`src/rtl/ctl_rx_pkg.sv`:
```
package ctl_rx_pkg;
    localparam int LINES  = 3;
    localparam int LN_CLK = 0;
    localparam int LN_DAT = 1;
    localparam int LN_EN  = 2;
endpackage

```
`src/rtl/ctl_rx_sync.sv`:
```
module ctl_rx_sync #(
    parameter int W      = 3,
    parameter int STAGES = 2
) (
    input  logic         clk,
    input  logic         rst_n,
    input  logic [W-1:0] raw,
    output logic [W-1:0] lvl,
    output logic [W-1:0] rise,
    output logic [W-1:0] fall
);
    // STAGES flops for metastability, one more to hold the previous level
    for (genvar g = 0; g < W; g++) begin : g_line
        logic [STAGES:0] chain_q;
        logic [STAGES:0] chain_d;

        always_comb begin
            chain_d = {chain_q[STAGES-1:0], raw[g]};
        end

        always_ff @(posedge clk or negedge rst_n) begin
            if (!rst_n) chain_q <= '0;
            else        chain_q <= chain_d;
        end

        assign lvl[g]  = chain_q[STAGES-1];
        assign rise[g] = chain_q[STAGES-1] & ~chain_q[STAGES];
        assign fall[g] = ~chain_q[STAGES-1] & chain_q[STAGES];
    end
endmodule

```
`src/rtl/ctl_rx_addr.sv`:
```
module ctl_rx_addr #(
    parameter int                ADDR_W   = 8,
    parameter logic [ADDR_W-1:0] DEV_ADDR = 8'hA5
) (
    input  logic clk,
    input  logic rst_n,
    input  logic sck_rise,
    input  logic sdi,
    input  logic en_lvl,
    input  logic en_rise,
    input  logic en_fall,
    output logic hit
);
    typedef struct packed {
        logic [ADDR_W-1:0] sr;
        logic              hit;
    } addr_st_t;

    addr_st_t st_q, st_d;

    always_comb begin
        st_d = st_q;
        if (!en_lvl && sck_rise)
            st_d.sr = {sdi, st_q.sr[ADDR_W-1:1]};
        if (en_rise)
            st_d.hit = (st_q.sr == DEV_ADDR);
        if (en_fall)
            st_d.hit = 1'b0;
    end

    always_ff @(posedge clk or negedge rst_n) begin
        if (!rst_n) st_q <= '0;
        else        st_q <= st_d;
    end

    assign hit = st_q.hit;
endmodule

```
`src/rtl/ctl_rx_frame.sv`:
```
module ctl_rx_frame #(
    parameter int WORD_W = 44,
    parameter int PAD_W  = 4
) (
    input  logic              clk,
    input  logic              rst_n,
    input  logic              sck_rise,
    input  logic              sdi,
    input  logic              en_lvl,
    input  logic              en_rise,
    input  logic              en_fall,
    input  logic              hit,
    output logic [WORD_W-1:0] word,
    output logic              stb,
    output logic              err
);
    localparam int FRAME_W = WORD_W + PAD_W;
    localparam int CNT_MAX = FRAME_W + 1;
    localparam int CNT_W   = $clog2(CNT_MAX + 1);

    typedef struct packed {
        logic [FRAME_W-1:0] sr;
        logic [CNT_W-1:0]   cnt;
        logic [WORD_W-1:0]  word;
        logic               stb;
        logic               err;
    } frm_st_t;

    frm_st_t st_q, st_d;

    always_comb begin
        st_d     = st_q;
        st_d.stb = 1'b0;
        st_d.err = 1'b0;
        if (en_rise) begin
            st_d.cnt = '0;
        end else if (en_lvl && sck_rise && hit) begin
            st_d.sr = {sdi, st_q.sr[FRAME_W-1:1]};
            if (st_q.cnt != CNT_W'(CNT_MAX))
                st_d.cnt = st_q.cnt + 1'b1;
        end
        if (en_fall && hit) begin
            if (st_q.cnt == CNT_W'(WORD_W)) begin
                // exact frame: the bits sit at the top of the shifter
                st_d.word = st_q.sr[FRAME_W-1:PAD_W];
                st_d.stb  = 1'b1;
            end else if (st_q.cnt == CNT_W'(FRAME_W)) begin
                // padded frame: the filler is at the top, so keep the low bits
                st_d.word = st_q.sr[WORD_W-1:0];
                st_d.stb  = 1'b1;
            end else begin
                st_d.err  = 1'b1;
            end
        end
    end

    always_ff @(posedge clk or negedge rst_n) begin
        if (!rst_n) st_q <= '0;
        else        st_q <= st_d;
    end

    assign word = st_q.word;
    assign stb  = st_q.stb;
    assign err  = st_q.err;
endmodule

```
`src/rtl/ctl_rx.sv`:
```
module ctl_rx
    import ctl_rx_pkg::*;
#(
    parameter int                ADDR_W      = 8,
    parameter logic [ADDR_W-1:0] DEV_ADDR    = 8'hA5,
    parameter int                WORD_W      = 44,
    parameter int                PAD_W       = 4,
    parameter int                SYNC_STAGES = 2
) (
    input  logic              clk,
    input  logic              rst_n,
    input  logic              ser_clk,
    input  logic              ser_dat,
    input  logic              ser_en,
    output logic [WORD_W-1:0] ctl_word,
    output logic              ctl_stb,
    output logic              frame_err,
    output logic              sel_hit
);
    logic [LINES-1:0] lvl, rise, fall;
    logic             en_fall;

    ctl_rx_sync #(.W(LINES), .STAGES(SYNC_STAGES)) u_sync (
        .clk  (clk),
        .rst_n(rst_n),
        .raw  ({ser_en, ser_dat, ser_clk}),
        .lvl  (lvl),
        .rise (rise),
        .fall (fall)
    );

    assign en_fall = fall[LN_EN];

    ctl_rx_addr #(.ADDR_W(ADDR_W), .DEV_ADDR(DEV_ADDR)) u_addr (
        .clk     (clk),
        .rst_n   (rst_n),
        .sck_rise(rise[LN_CLK]),
        .sdi     (lvl[LN_DAT]),
        .en_lvl  (lvl[LN_EN]),
        .en_rise (rise[LN_EN]),
        .en_fall (en_fall),
        .hit     (sel_hit)
    );

    ctl_rx_frame #(.WORD_W(WORD_W), .PAD_W(PAD_W)) u_frame (
        .clk     (clk),
        .rst_n   (rst_n),
        .sck_rise(rise[LN_CLK]),
        .sdi     (lvl[LN_DAT]),
        .en_lvl  (lvl[LN_EN]),
        .en_rise (rise[LN_EN]),
        .en_fall (en_fall),
        .hit     (sel_hit),
        .word    (ctl_word),
        .stb     (ctl_stb),
        .err     (frame_err)
    );
endmodule

```
`config.mk`:
```
export PLATFORM = sky130hd
export DESIGN_NAME = ctl_rx
export DESIGN_NICKNAME = d
export VERILOG_FILES = /design/src/rtl/ctl_rx_pkg.sv /design/src/rtl/ctl_rx_sync.sv /design/src/rtl/ctl_rx_addr.sv /design/src/rtl/ctl_rx_frame.sv /design/src/rtl/ctl_rx.sv
export SDC_FILE = /design/constraint.sdc
export NUM_CORES = 1
export LEC_CHECK = 0
export ABC_CLOCK_PERIOD_IN_PS = 1650
export BUFFER_PORTS_ARGS = -buffer_cell sky130_fd_sc_hd__buf_2
export CAP_MARGIN = 20
export CORE_ASPECT_RATIO = 1.2
export CORE_MARGIN = 2
export CORE_UTILIZATION = 40
export CTS_BUF_LIST = sky130_fd_sc_hd__clkbuf_8
export CTS_CLUSTER_SIZE = 16
export DETAILED_ROUTE_END_ITERATION = 7
export PLACE_DENSITY = 0.59
export SYNTH_ARGS = -nofsm -noshare
export SYNTH_HDL_FRONTEND = slang
export SYNTH_SLANG_ARGS = --single-unit
```
`constraint.sdc`:
```
create_clock -name clk -period 1.65 [get_ports clk]
set_input_delay 0.165 -clock clk [delete_from_list [all_inputs] [get_ports clk]]
set_output_delay 0.165 -clock clk [all_outputs]
set_load 0.05 [all_outputs]
```
==> results of run 1 <==
-- metal layers --
layer  wire (um)  GRT usage, %
met1        4360          19.0
met2        5300          25.1
met3         457          5.39
met4         274          6.88
met5           0             0
-- synth_stat cells --
cell type / number
a31o_2: 1
nand4_1: 2
a31oi_1: 1
nand3b_1: 2
inv_1: 4
buf_6: 6
xnor2_1: 1
nand4b_1: 2
nor3b_2: 1
nand3_1: 1
xor2_1: 3
buf_1: 2
nor3_2: 1
nor4bb_1: 1
a211oi_4: 1
a21oi_1: 45
buf_4: 45
mux2i_1: 1
a22oi_1: 44
o31ai_1: 1
mux2_2: 56
nand2_1: 6
dfrtp_1: 117
nor3b_1: 1
nor4b_1: 1
ha_1: 5
or4_1: 1
buf_2: 6
nor2_1: 52
clkbuf_1: 11
and4b_1: 1
and4_1: 1
or3b_1: 1
-- power by group --
group	switching [mW]	internal [mW]	total [mW]
Combinational	0.0925	0.107	0.200
Sequential	0.0562	2.96	3.01
Clock	1.12	1.48	2.60
Total	1.27	4.54	5.81
-- repair_timing --
action / CTS / global route
pin swaps: 4 / 6
hold buffers: 4 / 0
gates cloned: 2 / 5
setup buffers: 4 / 5
hold endpoints to repair: 28 / 0
endpoints found under the setup margin: 24 / 74
gates resized for setup: 7 / 25
-- sequential cells by signal, summed over array words and instances, names as in the netlist --
signal	count
u_addr.hit	1
u_addr.st_q	8
u_frame.err	1
u_frame.st_q	54
u_frame.stb	1
u_frame.word	44
u_sync.g_line.chain_q	8
-- worst register-to-register path, cell delays in order, from the launching register on --
cell and delay, ps:
dfrtp_1 380, or3b_4 420, a211oi_4 250, buf_6 160, bufbuf_16 300, a21oi_1 90
-- layout make-up --
| cell class | count | share of cell area, % |
|---|---|---|
| Multi-Input combinational cell | 233 | 29.3 |
| Sequential cell | 117 | 47.9 |
| Clock buffer | 21 | 4.72 |
| Inverter | 4 | 0.245 |
| Timing Repair Buffer | 87 | 12.7 |
| Tap cell | 164 | 3.35 |
| Clock inverter | 11 | 1.76 |
-- cells by family (layout without fill, tap and decap cells) --
family / count (synthesis) / in the layout / share of synthesized area, %
xor gates and xnor gates: 4 / 4 / 0.685
AOI/OAI and AO/OA: 93 / 93 / 11.7
DFF: 117 / 117 / 57.2
buffers and inverters: 74 / 123 / 9.76
and+or+nand+nor: 74 / 74 / 6.87
adders and majority gates: 5 / 5 / 1.22
muxes: 57 / 57 / 12.5
-- worst paths after layout --
path                                              from                          end  slack [ps]  cells past startpoint
max reg2reg                           u_frame.st_q[49]              u_frame.word[6]         -60                      5
max in group asynchronous                        rst_n             u_frame.word[37]         850                      3
min reg2reg                u_sync.g_line[2].chain_q[0]  u_sync.g_line[2].chain_q[1]         350                      0
min                                              rst_n             u_frame.word[10]         210                      2
min in group clk           u_sync.g_line[2].chain_q[0]  u_sync.g_line[2].chain_q[1]         350                      0
max                                   u_frame.st_q[49]              u_frame.word[6]         -60                      5
-- cells in the final DEF (no fill, tap or decap), types with 3 or more instances in the layout --
master	instances
a21oi_1	45
a22oi_1	44
buf_12	7
buf_2	50
buf_4	14
buf_6	5
clkbuf_16	4
clkbuf_8	21
clkinv_2	5
dfrtp_1	115
dlygate4sd3_1	4
inv_1	4
mux2_2	42
mux2_4	14
nand2_1	4
nor2_1	50
xor2_1	3
==> impl_metrics.csv, run 1 <==
group,metric,value,unit
detailed_routing,wirelength,10.4,mm
pwr,power_density,949,nW/um2
worst_hold_path,hp-class,"in -> async",
grt,grt_first_pass_wirelength,16.4,mm
pwr,p_leak,2.93,nW
cts,h-tree-depth,4,
finish,register_area,2930,um2
cts,ctsRootBufferMaster,"clkbuf_8",
finish,drive_gt1_share,39.1,%
cts,clk_pin_slew,70,ps
die,core_area,12600,um2
timing,setup_ws,-56.5,ps
timing,rsz0062_at_grt,"yes",
timing,skew,9.81,ps
timing,tns,-648,ps
grt,track_usage,15.6,%
place,portBuffers,51,
synth,yosysWarnings,0,
finish,fin_util,48.8,%
setup_path,cp.required,1950,ps
die,io_pins,52,
setup_path,start_kind,"register",
timing,whs,207,ps
place,pre_cts_slack,-34.8,ps
setup_path,cp.arrival,2010,ps
cts,numCtsBuffers,17,
place,place_hpwl,5.96,mm
finish,stdcell_count,637,
synth,syn_inst,424,
die,die_y,128,um
detailed_routing,initialDrtViolationCount,158,
cts,worstSkewPairLatency,430,ps
detailed_routing,wl_per_cell,16.3,um
setup_path,cp.buffers_inverters,2,
finish,final_area,6120,um2
timing,hold_viol,0,
grt,grt_pass1_vias,3294,
cts,clk_path_buf_depth,2,
timing,setup_violations,27,
synth,yosysTopAreaCellShare,57.2,%
timing,fmax,586,MHz
synth,yosysTopAreaCell,"dfrtp_1",
detailed_routing,viasPerCell,5.15,
timing,slew_viol_final,0,
timing,tightestPinTransition,408,ps
setup_path,crit_chain,"or3b_4 -> a211oi_4 -> buf_6 -> bufbuf_16 -> a21oi_1",
die,start_util,40.7,%
detailed_routing,drcViolationCount,0,
cts,cts_tree,"done",
grt,antenna_found_initial,0,
synth,synth_area_leaders,"dfrtp_1, mux2_2, buf_4",
finish,multi_input_area,1800,um2
setup_path,critPathMaxStageDelay,420,ps
outcome,violations,"setup timing",
setup_path,cp_slowest_cell,"or3b_4",
setup_path,critical_path.top_delay_family,"buffers and inverters",
synth,syn_area,5110,um2
setup_path,endpoint_kind,"register",
synth,ys_seq_area_share,57.2,%
detailed_routing,drtAntennaViolNets,0,
flow_run,maxCapViolCount,0,
detailed_routing,firstDrtPassIters,4,
detailed_routing,vias,3282,
setup_path,critPathMaxFanout,24,
cts,clock_sinks,117,
die,fp.dieW,107,um
synth,yosys_register_bits,117,
timing,period_share,103,%
finish,fin_nets,470,
grt,overflow,0,
finish,fillers,1119,
synth,synthesis.nets,434,
pwr,power,5.81,mW
place,place.gp.congestion,0.731,
place,placed_area,5330,um2
synth,synth_cell_type_count,33,
setup_path,critPathKind,"reg -> reg",
finish,syn2layout_area_growth,19.7,%
place,place_inst,585,
finish,diodes,0,
pwr,peakVddDrop,0.473,mV
timing,relSlewSlack,72.8,%
die,die_area,13700,um2
grt,grt_start_max_net_pins,48,
synth,syn_area_per_cell,12.1,um2
die,fp-row-count,45,
outcome,status,"finished with violations",
timing,period_minus_slack,1710,ps
Power figures use the tool's default switching activity.
==> inputs of run 2 (changes only) <==
- CORE_ASPECT_RATIO: 1.2 -> not set
- GPL_ROUTABILITY_DRIVEN: not set -> 0
- SETUP_SLACK_MARGIN: not set -> 0.3
==> run 2 against run 1 <==
  * The run still ends with setup timing left
  * Clock skew is 0.88 ps lower
  * Count of clock-buffer cells in the layout shrank 2
  * Clock power up 5%
  * Routed wire length is 22% higher
  * Combinational power is 38% higher
  * Critical path type unchanged
==> impl_metrics.csv, run 2 (synthesized netlist as in run 1, its figures left out) <==
group,metric,value,unit
cts,worstSkewPairLatency,430,ps
setup_path,crit_path_start,"u_frame.st_q[48]",
timing,tns,-1740,ps
cts,numCtsBuffers,17,
finish,register_area,2930,um2
die,fp-row-count,41,
detailed_routing,wl_met1,5.38,mm
detailed_routing,firstDrtPassIters,4,
detailed_routing,wl_per_cell,18.9,um
grt,grt_first_pass_wirelength,18.3,mm
timing,tightestPinTransition,368,ps
place,portBuffers,51,
place,place_inst,598,
timing,skew,8.92,ps
cts,clk_pin_slew,70,ps
timing,setup_ws,-59.0,ps
finish,largest-register,"u_frame.st_q",
cts,ctsRootBufferMaster,"clkbuf_8",
setup_path,cp_slowest_cell,"or3b_4",
cts,h-tree-depth,4,
setup_path,cp.required,1960,ps
finish,stdcell_count,673,
finish,fillers,1025,
outcome,status,"finished with violations",
die,die_area,13700,um2
cts,clock_sinks,117,
pwr,peakVddDrop,0.822,mV
finish,layout_commonest_cell,"dfrtp_1",
timing,hold_viol,0,
setup_path,critPathKind,"reg -> reg",
flow_run,maxCapViolCount,0,
detailed_routing,dr_wl_met2,6.56,mm
setup_path,critPathMaxStageDelay,420,ps
grt,track_usage,17.9,%
grt,antenna_found_initial,0,
setup_path,critical_path.top_delay_family,"buffers and inverters",
finish,mostFrequentLayoutCells,"dfrtp_1, mux2_4, buf_2",
detailed_routing,vias,3512,
detailed_routing,wl_met3,618,um
cts,clk_path_buf_depth,2,
timing,rsz0062_at_grt,"yes",
detailed_routing,wirelength,12.7,mm
finish,largest_reg_flops,54,
die,core_area,12600,um2
setup_path,crit_chain,"or3b_4 -> a211oi_4 -> buf_6 -> buf_12 -> clkbuf_16 -> a21oi_2",
grt,overflow,0,
finish,drive_gt1_share,51.1,%
pwr,power_density,860,nW/um2
outcome,violations,"setup timing",
finish,syn2layout_area_growth,37.7,%
pwr,p_leak,3.21,nW
setup_path,endpoint_kind,"register",
finish,multi_input_area,2160,um2
timing,whs,265,ps
finish,diodes,0,
timing,period_share,104,%
timing,relSlewSlack,75.5,%
place,place_hpwl,5.95,mm
detailed_routing,initialDrtViolationCount,287,
detailed_routing,drcViolationCount,0,
die,die_y,117,um
detailed_routing,maxUsedRoutingLayer,"met4",
die,fp.dieW,117,um
setup_path,r2r-start,"u_frame.st_q[48]",
timing,setup_violations,64,
setup_path,start_kind,"register",
setup_path,cp.arrival,2020,ps
detailed_routing,drtAntennaViolNets,0,
detailed_routing,viasPerCell,5.22,
timing,slew_viol_final,0,
cts,cts_tree,"done",
die,start_util,40.7,%
worst_hold_path,hp-class,"in -> async",
die,io_pins,52,
timing,period_minus_slack,1710,ps
grt,grt_start_max_net_pins,69,
finish,fin_nets,498,
grt,grt_pass1_vias,3509,
setup_path,critPathMaxFanout,5,
setup_path,cp.buffers_inverters,3,
timing,fmax,585,MHz
## run 2: path summary, 6_finish.rpt
path | to | slack, ps | depth (start not counted)
setup / recovery | u_frame.word[23] | -60 | 6
hold / removal | u_frame.word[38] | 270 | 3
setup reg to reg | u_frame.word[23] | -60 | 6
hold reg to reg | u_sync.g_line[0].chain_q[1] | 350 | 0
max in group asynchronous | u_addr.hit | 1030 | 3
min in group clk | u_sync.g_line[0].chain_q[1] | 350 | 0
## run 2: cell type report
cell class              count  area share (%)
flip-flops and latches    117            41.6
multi-input cells         233            30.7
repair buffers            115            18.5
clock buffers              19            3.71
well taps                 172            3.06
clock inverters            13            2.22
inverters                   4           0.213
## run 2: routing by layer
layer,track usage (%),up-vias
met5,0,-
met4,6.75,0
met3,4.79,12
met2,28.9,77
met1,23.2,1831
li1,-,1592
## run 2: timing repair
item,CTS,global route
hold buffers,4,0
gates cloned,9,9
buffers inserted,14,7
gates resized for setup,55,32
hold endpoints to repair,120,0
pin swaps,16,14
setup endpoints to repair,107,108
## run 2: metrics by stage
stage | cell area, um2 | setup WS (ps) | util (%) | total power [mW]
floorplan | 5360 | -113 | - | 3.15
global placement | 5560 | 36.9 | 44.3 | 3.26
detailed placement | 5560 | -13.5 | 44.3 | 3.27
CTS | 6620 | 0.156 | 52.6 | 6.07
global route | 7040 | -105 | 56.0 | 6.27
finish | 7040 | -59.0 | 56.0 | 6.05
## run 2: report_power, final
group | switching [mW] | internal [mW]
clock | 1.18 | 1.56
combinational | 0.104 | 0.173
sequential | 0.0754 | 2.96
total | 1.36 | 4.69
## run 2: tightest hold or removal path, stage by stage
cell and delay (ps):
dlygate4sd3_1 530, buf_4 140, buf_12 250
==> inputs of run 3 (changes only) <==
- CORE_ASPECT_RATIO: not set -> 0.7
- CORE_MARGIN: 2 -> 5
==> run 3 against run 2 <==
  * Worst hold slack worse by 81 ps
  * Power up 7.3%
  * Maximum frequency decreased by 1.1%
  * Flip-flop and latch count is the same
  * Routed wire length fell by 12%
  * Via count fell by 4.8%
  * First-iteration DRC count shrank 55%
  * Global-route usage shrank 3.4 points
  * Highest routed layer unchanged
  * Die area is 11% higher
  * Largest power group is now clock
  * Count of clock-buffer cells in the layout fell by 2
  * Non-clock buffer count decreased by 5
  * The flow still finishes with violations (setup timing)
  * Core utilization down 0.94 points
==> impl_metrics.csv, run 3 (synthesized netlist as in run 1, its figures left out) <==
group,metric,value,unit
detailed_routing,vias,3342,
place,place_inst,598,
outcome,violations,"setup timing",
die,fp-row-count,34,
pwr,p_leak,3.21,nW
detailed_routing,initialDrtViolationCount,130,
cts,worstSkewPairLatency,440,ps
worst_hold_path,hp-class,"in -> async",
grt,antenna_found_initial,0,
die,core_area,12500,um2
setup_path,crit_chain,"or3b_4 -> a211oi_4 -> buf_6 -> clkbuf_16 -> clkbuf_16 -> nor2_2 -> a21oi_1",
timing,fmax,579,MHz
setup_path,critPathMaxFanout,5,
setup_path,endpoint_kind,"register",
setup_path,critPathKind,"reg -> reg",
finish,register_area,2930,um2
finish,layout_commonest_cell,"dfrtp_1",
die,die_area,15200,um2
grt,overflow,0,
timing,slew_viol_final,0,
place,pre_cts_slack,-26.9,ps
grt,grt_first_pass_wirelength,17.6,mm
timing,period_minus_slack,1730,ps
cts,clk_pin_slew,70,ps
cts,cts_tree,"done",
setup_path,cp.required,2010,ps
pwr,peakVddDrop,0.651,mV
detailed_routing,viasPerCell,5.08,
detailed_routing,drtAntennaViolNets,0,
finish,fin_nets,493,
cts,ctsRootBufferMaster,"clkbuf_8",
pwr,power_density,946,nW/um2
cts,numCtsBuffers,17,
place,placed_area,5660,um2
finish,largest-register,"u_frame.st_q",
setup_path,cp.arrival,2090,ps
outcome,status,"finished with violations",
setup_path,cp_slowest_cell,"or3b_4",
setup_path,crit_top_cell,"clkbuf_16",
die,die_y,105,um
die,io_pins,52,
grt,grt_start_max_net_pins,46,
grt,grt_pass1_vias,3443,
cts,clk_path_buf_depth,2,
finish,syn2layout_area_growth,34.3,%
timing,rsz0062_at_grt,"yes",
detailed_routing,wl_per_cell,17.0,um
cts,clock_sinks,117,
cts,h-tree-depth,4,
finish,fillers,1040,
finish,mostFrequentLayoutCells,"dfrtp_1, mux2_4, buf_2",
detailed_routing,drcViolationCount,0,
timing,tightestPinTransition,372,ps
place,place_hpwl,6.59,mm
setup_path,start_kind,"register",
timing,hold_viol,0,
finish,diodes,0,
timing,tns,-1590,ps
timing,period_share,105,%
finish,stdcell_count,658,
setup_path,regToRegSetupSlack,-80,ps
timing,relSlewSlack,75.2,%
timing,setup_violations,43,
finish,drive_gt1_share,48.2,%
setup_path,critPathMaxStageDelay,420,ps
finish,largest_reg_flops,54,
grt,track_usage,14.5,%
finish,final_area,6870,um2
die,fp.dieW,145,um
place,portBuffers,51,
flow_run,maxCapViolCount,0,
die,start_util,41.0,%
detailed_routing,wirelength,11.2,mm
timing,skew,14.5,ps
timing,setup_ws,-78.6,ps
finish,multi_input_area,2090,um2
detailed_routing,firstDrtPassIters,4,
-- run 3: critical path, delay by kind of cell (launching register included) --
| family | cells | cell delay (ps) |
|---|---|---|
| buffers and inverters | 3 | 470 |
| AND/OR/NAND/NOR | 2 | 450 |
| flip-flops | 1 | 380 |
| AO/OA/AOI/OAI | 2 | 360 |
-- run 3: path summary, 6_finish.rpt --
kind                                              from                          end  cells past startpoint
setup / recovery                      u_frame.st_q[49]              u_frame.word[5]                      7
hold / removal                                   rst_n                  u_frame.stb                      2
setup reg to reg                      u_frame.st_q[49]              u_frame.word[5]                      7
hold reg to reg            u_sync.g_line[2].chain_q[0]  u_sync.g_line[2].chain_q[1]                      0
max in group asynchronous                        rst_n             u_frame.word[39]                      3
min in group clk           u_sync.g_line[2].chain_q[0]  u_sync.g_line[2].chain_q[1]                      0
-- run 3: routing by layer --
metal | vias to the layer above | GRT usage, % | part of all wire, % | routed length (um)
met5 | - | 0 | 0 | 0
met4 | 0 | 4.79 | 0.95 | 106
met3 | 11 | 6.06 | 5.4 | 599
met2 | 59 | 20.9 | 45 | 5010
met1 | 1696 | 19.8 | 49 | 5470
li1 | 1576 | - | - | -
-- run 3: through the flow --
stage,utilization [%],power (mW),hold WS [ps]
after detailed placement,45.4,3.26,109
after CTS,52.2,6.50,170
after floorplan,-,3.15,-131
final,55.1,6.50,184
after global routing,55.1,6.73,215
after global placement,45.4,3.26,103
-- run 3: cell type report --
class / count / area share [%]
Inverter: 4 / 0.219
Clock buffer: 17 / 3.41
Tap cell: 162 / 2.95
Clock inverter: 15 / 3.64
Sequential cell: 117 / 42.6
Multi-Input combinational cell: 233 / 30.4
Timing Repair Buffer: 110 / 16.7
-- run 3: repair_timing --
item                       4_1_cts  5_1_grt
setup buffers                   12        2
setup endpoints to repair      107      109
hold buffers                     4        0
gates cloned                     4        6
pin swaps                        4        7
resized for setup               22       55
hold endpoints to repair        62        0
-- run 3: power breakdown --
group | switching [mW] | internal, mW
clock | 1.24 | 1.96
sequential | 0.0723 | 2.96
combinational | 0.101 | 0.162
total | 1.41 | 5.08
